===== config.mk =====
export PLATFORM = sky130hd
export DESIGN_NAME = cwf_line_filler
export DESIGN_NICKNAME = d
export VERILOG_FILES = /design/src/rtl/cwf_pkg.sv /design/src/rtl/cwf_ctrl.sv /design/src/rtl/cwf_beat_store.sv /design/src/rtl/cwf_word_pick.sv /design/src/rtl/cwf_line_filler.sv
export SDC_FILE = /design/constraint.sdc
export NUM_CORES = 1
export LEC_CHECK = 0
export ABC_AREA = 1
export BUFFER_PORTS_ARGS = -buffer_cell sky130_fd_sc_hd__buf_2
export CORE_AREA = 3 3 322 324
export CTS_CLUSTER_DIAMETER = 50
export DETAILED_ROUTE_END_ITERATION = 16
export DIE_AREA = 0 0 325 327
export GPL_TIMING_DRIVEN = 0
export PLACE_DENSITY = 0.51
export REMOVE_ABC_BUFFERS = 1
export SYNTH_ARGS = -nofsm -noshare
export SYNTH_HDL_FRONTEND = slang
export SYNTH_HIERARCHICAL = 1
export SYNTH_SLANG_ARGS = --single-unit

===== constraint.sdc =====
create_clock -name clk_i -period 2.2 [get_ports clk_i]
set_clock_uncertainty 0.1 [all_clocks]
set_input_delay 0.11 -clock clk_i [delete_from_list [all_inputs] [get_ports clk_i]]
set_output_delay 0.11 -clock clk_i [all_outputs]
set_load 0.01 [all_outputs]

===== src/rtl/cwf_pkg.sv =====
package cwf_pkg;
  typedef enum logic [1:0] {
    ST_IDLE  = 2'd0,
    ST_REQ   = 2'd1,
    ST_RECV  = 2'd2,
    ST_WRITE = 2'd3
  } fill_state_e;
endpackage


===== src/rtl/cwf_ctrl.sv =====
module cwf_ctrl
  import cwf_pkg::*;
#(
  parameter int BEATS = 4,
  parameter int CNT_W = 2
) (
  input  logic             clk_i,
  input  logic             rst_ni,
  input  logic             miss_valid_i,
  input  logic             beat_valid_i,
  output logic             miss_ready_o,
  output logic             accept_o,
  output logic             mem_req_o,
  output logic             take_o,
  output logic             first_o,
  output logic [CNT_W-1:0] cnt_o,
  output logic             fill_o
);
  localparam logic [CNT_W-1:0] LastCnt = CNT_W'(BEATS - 1);

  fill_state_e state_q, state_d;
  logic [CNT_W-1:0] cnt_q, cnt_d;

  assign miss_ready_o = (state_q == ST_IDLE);
  assign accept_o     = miss_ready_o && miss_valid_i;
  assign mem_req_o    = (state_q == ST_REQ);
  assign take_o       = (state_q == ST_RECV) && beat_valid_i;
  assign first_o      = take_o && (cnt_q == '0);
  assign fill_o       = (state_q == ST_WRITE);
  assign cnt_o        = cnt_q;

  always_comb begin
    state_d = state_q;
    cnt_d   = cnt_q;
    unique case (state_q)
      ST_IDLE:  if (accept_o) state_d = ST_REQ;
      ST_REQ: begin
        state_d = ST_RECV;
        cnt_d   = '0;
      end
      ST_RECV: begin
        if (beat_valid_i) begin
          cnt_d = cnt_q + 1'b1;
          if (cnt_q == LastCnt) state_d = ST_WRITE;
        end
      end
      ST_WRITE: state_d = ST_IDLE;
      default:  state_d = ST_IDLE;
    endcase
  end

  always_ff @(posedge clk_i or negedge rst_ni) begin
    if (!rst_ni) begin
      state_q <= ST_IDLE;
      cnt_q   <= '0;
    end else begin
      state_q <= state_d;
      cnt_q   <= cnt_d;
    end
  end
endmodule


===== src/rtl/cwf_beat_store.sv =====
module cwf_beat_store #(
  parameter int BEATS  = 4,
  parameter int BEAT_W = 128,
  parameter int CNT_W  = 2
) (
  input  logic                    clk_i,
  input  logic                    rst_ni,
  input  logic                    wr_i,
  input  logic [CNT_W-1:0]        crit_i,
  input  logic [CNT_W-1:0]        cnt_i,
  input  logic [BEAT_W-1:0]       data_i,
  output logic [BEATS*BEAT_W-1:0] line_o
);
  // wrapped arrival order -> natural slot
  logic [CNT_W-1:0] slot;
  assign slot = crit_i + cnt_i;

  for (genvar g = 0; g < BEATS; g++) begin : g_slot
    logic [BEAT_W-1:0] beat_q;
    always_ff @(posedge clk_i or negedge rst_ni) begin
      if (!rst_ni)                              beat_q <= '0;
      else if (wr_i && (slot == CNT_W'(g)))     beat_q <= data_i;
    end
    assign line_o[g*BEAT_W +: BEAT_W] = beat_q;
  end
endmodule


===== src/rtl/cwf_word_pick.sv =====
module cwf_word_pick #(
  parameter int WPB    = 2,
  parameter int WORD_W = 64,
  parameter int WIDX_W = 3
) (
  input  logic [WPB*WORD_W-1:0] beat_i,
  input  logic [WIDX_W-1:0]     word_idx_i,
  output logic [WORD_W-1:0]     word_o
);
  logic [WIDX_W-1:0] lane;
  assign lane = word_idx_i & WIDX_W'(WPB - 1);

  always_comb begin
    word_o = '0;
    for (int i = 0; i < WPB; i++) begin
      if (lane == WIDX_W'(i)) word_o = beat_i[i*WORD_W +: WORD_W];
    end
  end
endmodule


===== src/rtl/cwf_line_filler.sv =====
module cwf_line_filler #(
  parameter int ADDR_W     = 34,
  parameter int LINE_BYTES = 64,
  parameter int BEAT_W     = 128,
  parameter int WORD_W     = 64
) (
  input  logic                                   clk_i,
  input  logic                                   rst_ni,
  input  logic                                   miss_valid_i,
  output logic                                   miss_ready_o,
  input  logic [ADDR_W-1:0]                      miss_addr_i,
  input  logic [$clog2(LINE_BYTES*8/WORD_W)-1:0] miss_word_i,
  output logic                                   mem_req_valid_o,
  output logic [ADDR_W-1:0]                      mem_req_addr_o,
  output logic [$clog2(LINE_BYTES*8/BEAT_W)-1:0] mem_req_beat_o,
  input  logic                                   mem_beat_valid_i,
  input  logic [BEAT_W-1:0]                      mem_beat_data_i,
  output logic                                   core_valid_o,
  output logic [WORD_W-1:0]                      core_word_o,
  output logic                                   fill_we_o,
  output logic [ADDR_W-1:0]                      fill_addr_o,
  output logic [LINE_BYTES*8-1:0]                fill_line_o,
  output logic                                   line_done_o
);
  localparam int LINE_W = LINE_BYTES * 8;
  localparam int BEATS  = LINE_W / BEAT_W;
  localparam int WPB    = BEAT_W / WORD_W;
  localparam int WORDS  = LINE_W / WORD_W;
  localparam int WIDX_W = $clog2(WORDS);
  localparam int CNT_W  = $clog2(BEATS);
  localparam int LANE_SH = $clog2(WPB);

  logic              accept, take, first, fill;
  logic [CNT_W-1:0]  cnt;
  logic [ADDR_W-1:0] addr_q;
  logic [WIDX_W-1:0] word_q;
  logic [CNT_W-1:0]  crit_beat;

  always_ff @(posedge clk_i or negedge rst_ni) begin
    if (!rst_ni) begin
      addr_q <= '0;
      word_q <= '0;
    end else if (accept) begin
      addr_q <= miss_addr_i;
      word_q <= miss_word_i;
    end
  end

  assign crit_beat = CNT_W'(word_q >> LANE_SH);

  cwf_ctrl #(.BEATS(BEATS), .CNT_W(CNT_W)) u_ctrl (
    .clk_i        (clk_i),
    .rst_ni       (rst_ni),
    .miss_valid_i (miss_valid_i),
    .beat_valid_i (mem_beat_valid_i),
    .miss_ready_o (miss_ready_o),
    .accept_o     (accept),
    .mem_req_o    (mem_req_valid_o),
    .take_o       (take),
    .first_o      (first),
    .cnt_o        (cnt),
    .fill_o       (fill)
  );

  cwf_beat_store #(.BEATS(BEATS), .BEAT_W(BEAT_W), .CNT_W(CNT_W)) u_store (
    .clk_i  (clk_i),
    .rst_ni (rst_ni),
    .wr_i   (take),
    .crit_i (crit_beat),
    .cnt_i  (cnt),
    .data_i (mem_beat_data_i),
    .line_o (fill_line_o)
  );

  cwf_word_pick #(.WPB(WPB), .WORD_W(WORD_W), .WIDX_W(WIDX_W)) u_pick (
    .beat_i     (mem_beat_data_i),
    .word_idx_i (word_q),
    .word_o     (core_word_o)
  );

  assign mem_req_addr_o = addr_q;
  assign mem_req_beat_o = crit_beat;
  assign core_valid_o   = first;
  assign fill_we_o      = fill;
  assign line_done_o    = fill;
  assign fill_addr_o    = addr_q;
endmodule


Yosys cells after proc, flatten, opt, wreduce, memory -nomap -nowiden
Index checks and enable logic that the tools add are counted.
- add/sub/neg operators: 2
- reduce and logical (&&, ||, !) cells: 14
- mux-type cells: 8
- eq/ne operators: 10
- operators by type and width (kind ; count):
    $mux W64 ; 2
    $eq A2 B2 Y1 const B ; 5
    $mux W2 ; 4
    $pmux W2 S4 ; 1
    $logic_and A1 B1 Y1 ; 7
    $logic_not A2 Y1 ; 3
    $ne A2 B2 Y1 const B ; 3
    $eq A2 B1 Y1 const B ; 2
    $pmux W2 S2 ; 1
    $logic_not A3 Y1 ; 1
    $reduce_and A3 Y1 ; 1
    $add A2 B1 Y2 const B ; 1
    $add A2 B2 Y2 ; 1
    $reduce_and A2 Y1 ; 1
    $reduce_bool A2 Y1 ; 1
- logic and storage cells: 42
- output and inout bits: 651
- bits of input ports: 169
- register bits after elaboration: 553

Logic depth before layout (Yosys ltp)
- word-level depth: 4
- depth in mapped cells: 11
- gate-level depth less buffers: 9

Hierarchy
The synthesis kept the hierarchy.
- modules (own cells, without submodules) (module ; area an instance (um^2) ; cells an instance ; seq. area each (um^2) ; times used):
    cwf_beat_store ; 20497.2 ; 2238 ; 12812.3 ; 1
    cwf_line_filler ; 1691.6 ; 193 ; 925.9 ; 1
    cwf_word_pick ; 844.6 ; 206 ; 0.0 ; 1
    cwf_ctrl ; 354.1 ; 45 ; 100.1 ; 1

Worst setup path before layout
OpenSTA, ideal clock, no wires.
- kind: register to register
- start point: register u_ctrl.state_q[0]
- end point: register u_store.g_slot[2].beat_q[109]
- period minus slack after synthesis: 1775 ps
- library setup time: 65 ps
- stages on the path, launching flop included: 11
- path slack: 425 ps
- arrival: 1610 ps
- required time: 2035 ps
- buffers on the path: 2
- cell sequence: dfrtp_1 inv_1 ha_1 nand2_1 inv_1 inv_1 nor2_2 clkbuf_1 buf_2 nand3_1 nand2_1
- word-level cells in the longest chain between the ends: 3
- ends and longest elaborated chain (element ; line ; text):
    from (decl) ; cwf_ctrl.sv:21 ; fill_state_e state_q, state_d;
    from (signal assigned) ; cwf_ctrl.sv:57 ; state_q <= state_d;
    $eq A2 B2 Y1 ; cwf_ctrl.sv:27 ; assign take_o = (state_q == ST_RECV) && beat_valid_i;
    $logic_and A1 B1 Y1 ; cwf_ctrl.sv:27 ;
    net take ; cwf_line_filler.sv:33 ; logic accept, take, first, fill;
    $logic_and A1 B1 Y1 ; cwf_beat_store.sv:22 ; else if (wr_i && (slot == CNT_W'(g))) beat_q <= data_i;
    to (signal assigned) ; cwf_beat_store.sv:22 ;
    to (decl) ; cwf_beat_store.sv:19 ; logic [BEAT_W-1:0] beat_q;
The timed path passes the listed nets, and every way through them passes these cells.
A chain may end at the register's enable or synchronous reset.

Worst setup path after layout
- start point: register word_q[0]
- end point: output core_word_o[60]
- word-level cells in the longest chain between the ends: 3
- ends and longest elaborated chain (element ; line ; text):
    from (decl) ; cwf_line_filler.sv:36 ; logic [WIDX_W-1:0] word_q;
    from (signal assigned) ; cwf_line_filler.sv:45 ; word_q <= miss_word_i;
    $logic_not A3 Y1 ; cwf_word_pick.sv:16 ; if (lane == WIDX_W'(i)) word_o = beat_i[i*WORD_W +: WORD_W];
    $mux W64 ; cwf_word_pick.sv:16 ;
    $mux W64 (*) ; cwf_word_pick.sv:16 ;
    to (decl) ; cwf_line_filler.sv:19 ; output logic [WORD_W-1:0] core_word_o,
Mark *: on every way between the ends. The rest lies on a longest branch, timed or not.

==> flow_metrics.tcl <==
set metrics [dict create \
    wl_per_cell_um 20.09 \
    rrSetupSlack_ps 90 \
    routed_wirelength_um 102000 \
    design.die.area_um2 106300 \
    grt_pass1_wl_um 148700 \
    fin_cells 5080 \
    netSwitchingFraction_pct 41.97 \
    yosys-top-cells-area "dfrtp_1, nand2_1, nand3_1" \
    hold_buffers 169 \
    cp_max_fo 16 \
    final_common_cell "nand2_1" \
    syn_area_um2 23390 \
    io_pins 820 \
    first_pass_iters 6 \
    dpl_cell_area_um2 28410 \
    antenna_found_initial 2 \
    clk_pin_slew_ps 60 \
    status "finished, violations left" \
    grt_pass1_vias 22150 \
    fillCellCount 10540 \
    die_w_um 325 \
    multi_input_area_um2 8109 \
    cts-root-buf "clkbuf_16" \
    gp_congestion 0.7753 \
    slew_headroom_pct 40.81 \
    crit_type "reg2out" \
    worst_slew_pin_slew_ps 886.8 \
    fin_crit_ps 2165 \
    die_y_um 327 \
    grt_util_all_layers_pct 18.37 \
    drive_gt1_share_pct 30.40 \
    ys_warn_count 6 \
    tns_ps 0 \
    cts_buffer_depth 3 \
    violations "hold timing" \
    synth.distinct_cells 20 \
    p_int_uw 31740 \
    drv_slew 0 \
    setup_violations 0 \
    ant_nets 0 \
    core-area_um2 101400 \
    rsz0062_at_grt "yes" \
    ys_ff_latch 553 \
    cts.sink_count 553 \
    fin_crit_sh_pct 98.40 \
    rows 117 \
    start_util_pct 23.05 \
    final_nets 3825 \
    p_clk_share_pct 24.2 \
    io_buffers 819 \
    power.density_nw_per_um2 1586 \
    hold_viol_final 69 \
    route.detailed.drc 0 \
    dpl.hpwl_um 58030 \
    yosysTopAreaCell "dfrtp_1" \
    final_cell_mix "nand2_1, buf_2, dfrtp_1, nand3_1, dlygate4sd3_1" \
    power_leakage_uw 0.01920 \
    synth.top_cell.area_share_pct 59.17 \
    vias 22290 \
    regArea_um2 13840 \
    cts_tree "yes" \
    grt_max_degree 111 \
    endpoint_kind "output pin" \
    place_inst 4673 \
    pwr-share-comb_pct 44.5 \
    vias_per_cell 4.387 \
    hold_ws_ps -80.14 \
    cp.required_ps 1990 \
    overflow 0 \
    numCtsBuffers 80 \
    pwr-share-seq_pct 31.3 \
    max_freq_ghz 0.4619 \
    h-tree-depth 3 \
    synthCells 2682 \
    area_growth_pct 47.46 \
    fin_util_pct 34.00 \
    syn-mean-instance-area_um2 8.720 \
    final_area_um2 34490 \
    hold_class "in2async" \
    start_kind "flop" \
    worstPathArrival_ps 1950 \
    clk_latency_ps 620 \
    switchingPower_uw 22950 \
    ir_worst_vdd_mv 0.8142 \
    cap_violations 0 \
    ys_seq_area_share_pct 59.17 \
    drt_iter0_markers 1561 \
]
==> routing by layer <==
layer  global-route usage [%]  wire [µm]  up-vias
met5                        0          0        -
met2                    30.57      48670      877
li1                         -          -    10450
met4                    8.029       4704        0
met3                    4.629       6982      195
met1                    22.55      41680    10760
==> worst paths after layout <==
check | endpoint | depth (start not counted) | startpoint
setup / recovery | core_word_o[60] | 6 | word_q[0]
hold / removal | u_store/g_slot[2].beat_q[85] | 2 | rst_ni
setup reg to reg | u_store/g_slot[0].beat_q[5] | 13 | u_ctrl/state_q[0]
hold reg to reg | u_store/g_slot[0].beat_q[9] | 2 | u_store/g_slot[0].beat_q[9]
max in group asynchronous | u_store/g_slot[1].beat_q[97] | 5 | rst_ni
min in group clk_i | fill_addr_o[3] | 4 | miss_addr_i[3]
==> synth_stat cells (all sizes together) <==
cell / count
nand2: 1349
dfrtp: 553
nand3: 521
buf: 195
clkbuf: 30
inv: 19
ha: 8
nand4: 2
nor2: 2
o21ai: 2
clkinv: 1
==> cell families (layout without fill, tap and decap cells) <==
family | count (synthesis) | in the layout | share of synthesized area, %
compound gates | 2 | 2 | 0.07491
fa+ha+maj | 8 | 8 | 0.4280
buf+inv | 245 | 1269 | 7.313
flops | 553 | 553 | 59.17
other cells | 0 | 1 | 0
simple gates | 1874 | 1879 | 33.01
==> repair_timing <==
action | in CTS | in global routing
gates resized for setup | 46 | 35
gates cloned | 26 | 5
setup endpoints to repair | 613 | 596
hold endpoints to repair | 824 | 69
pin swaps | 6 | 6
setup buffers | 56 | 6
==> critical path, stage by stage, from the launching register on <==
cell,delay (ps)
dfrtp_4,500
buf_16,160
buf_4,180
buf_12,170
nand2_1,90
nand2_1,60
buf_2,130
==> through the flow <==
stage / power (µW) / hold WS, ps / worst slack (ps)
finish: 54690 / -80.14 / 35.17
global route: 58000 / -91.19 / -54.99
detailed placement: 38160 / 35.70 / -1099
floorplan: 26230 / -285.6 / -8160
global placement: 35590 / 211.2 / -20240
CTS: 54840 / -75.79 / -17.18
==> layout make-up <==
cell class	instances	share of cell area [%]
Antenna cell	1	0.007256
Tap cell	1368	4.963
Inverter	20	0.3265
Timing Repair Buffer	1100	22.93
Clock inverter	48	1.658
Timing Repair inverter	4	0.1197
Clock buffer	97	6.345
Sequential cell	553	40.14
Multi-Input combinational cell	1889	23.51
==> registers in the layout, indices dropped and copies added, names as in the netlist <==
register               count
u_ctrl/cnt_o               2
fill_addr_o               34
u_ctrl/state_q             2
word_q                     3
u_store/g_slot.beat_q    512
==> power by group through the flow <==
stage	Clock, µW	Sequential [µW]	Combinational, µW
floorplan	0	19400	6870
global route	14000	17700	26300
finish	13200	17100	24300
detailed placement	0	17300	20900
CTS	13600	17100	24200
global placement	0	17500	18100
Power figures use the tool's default switching activity.
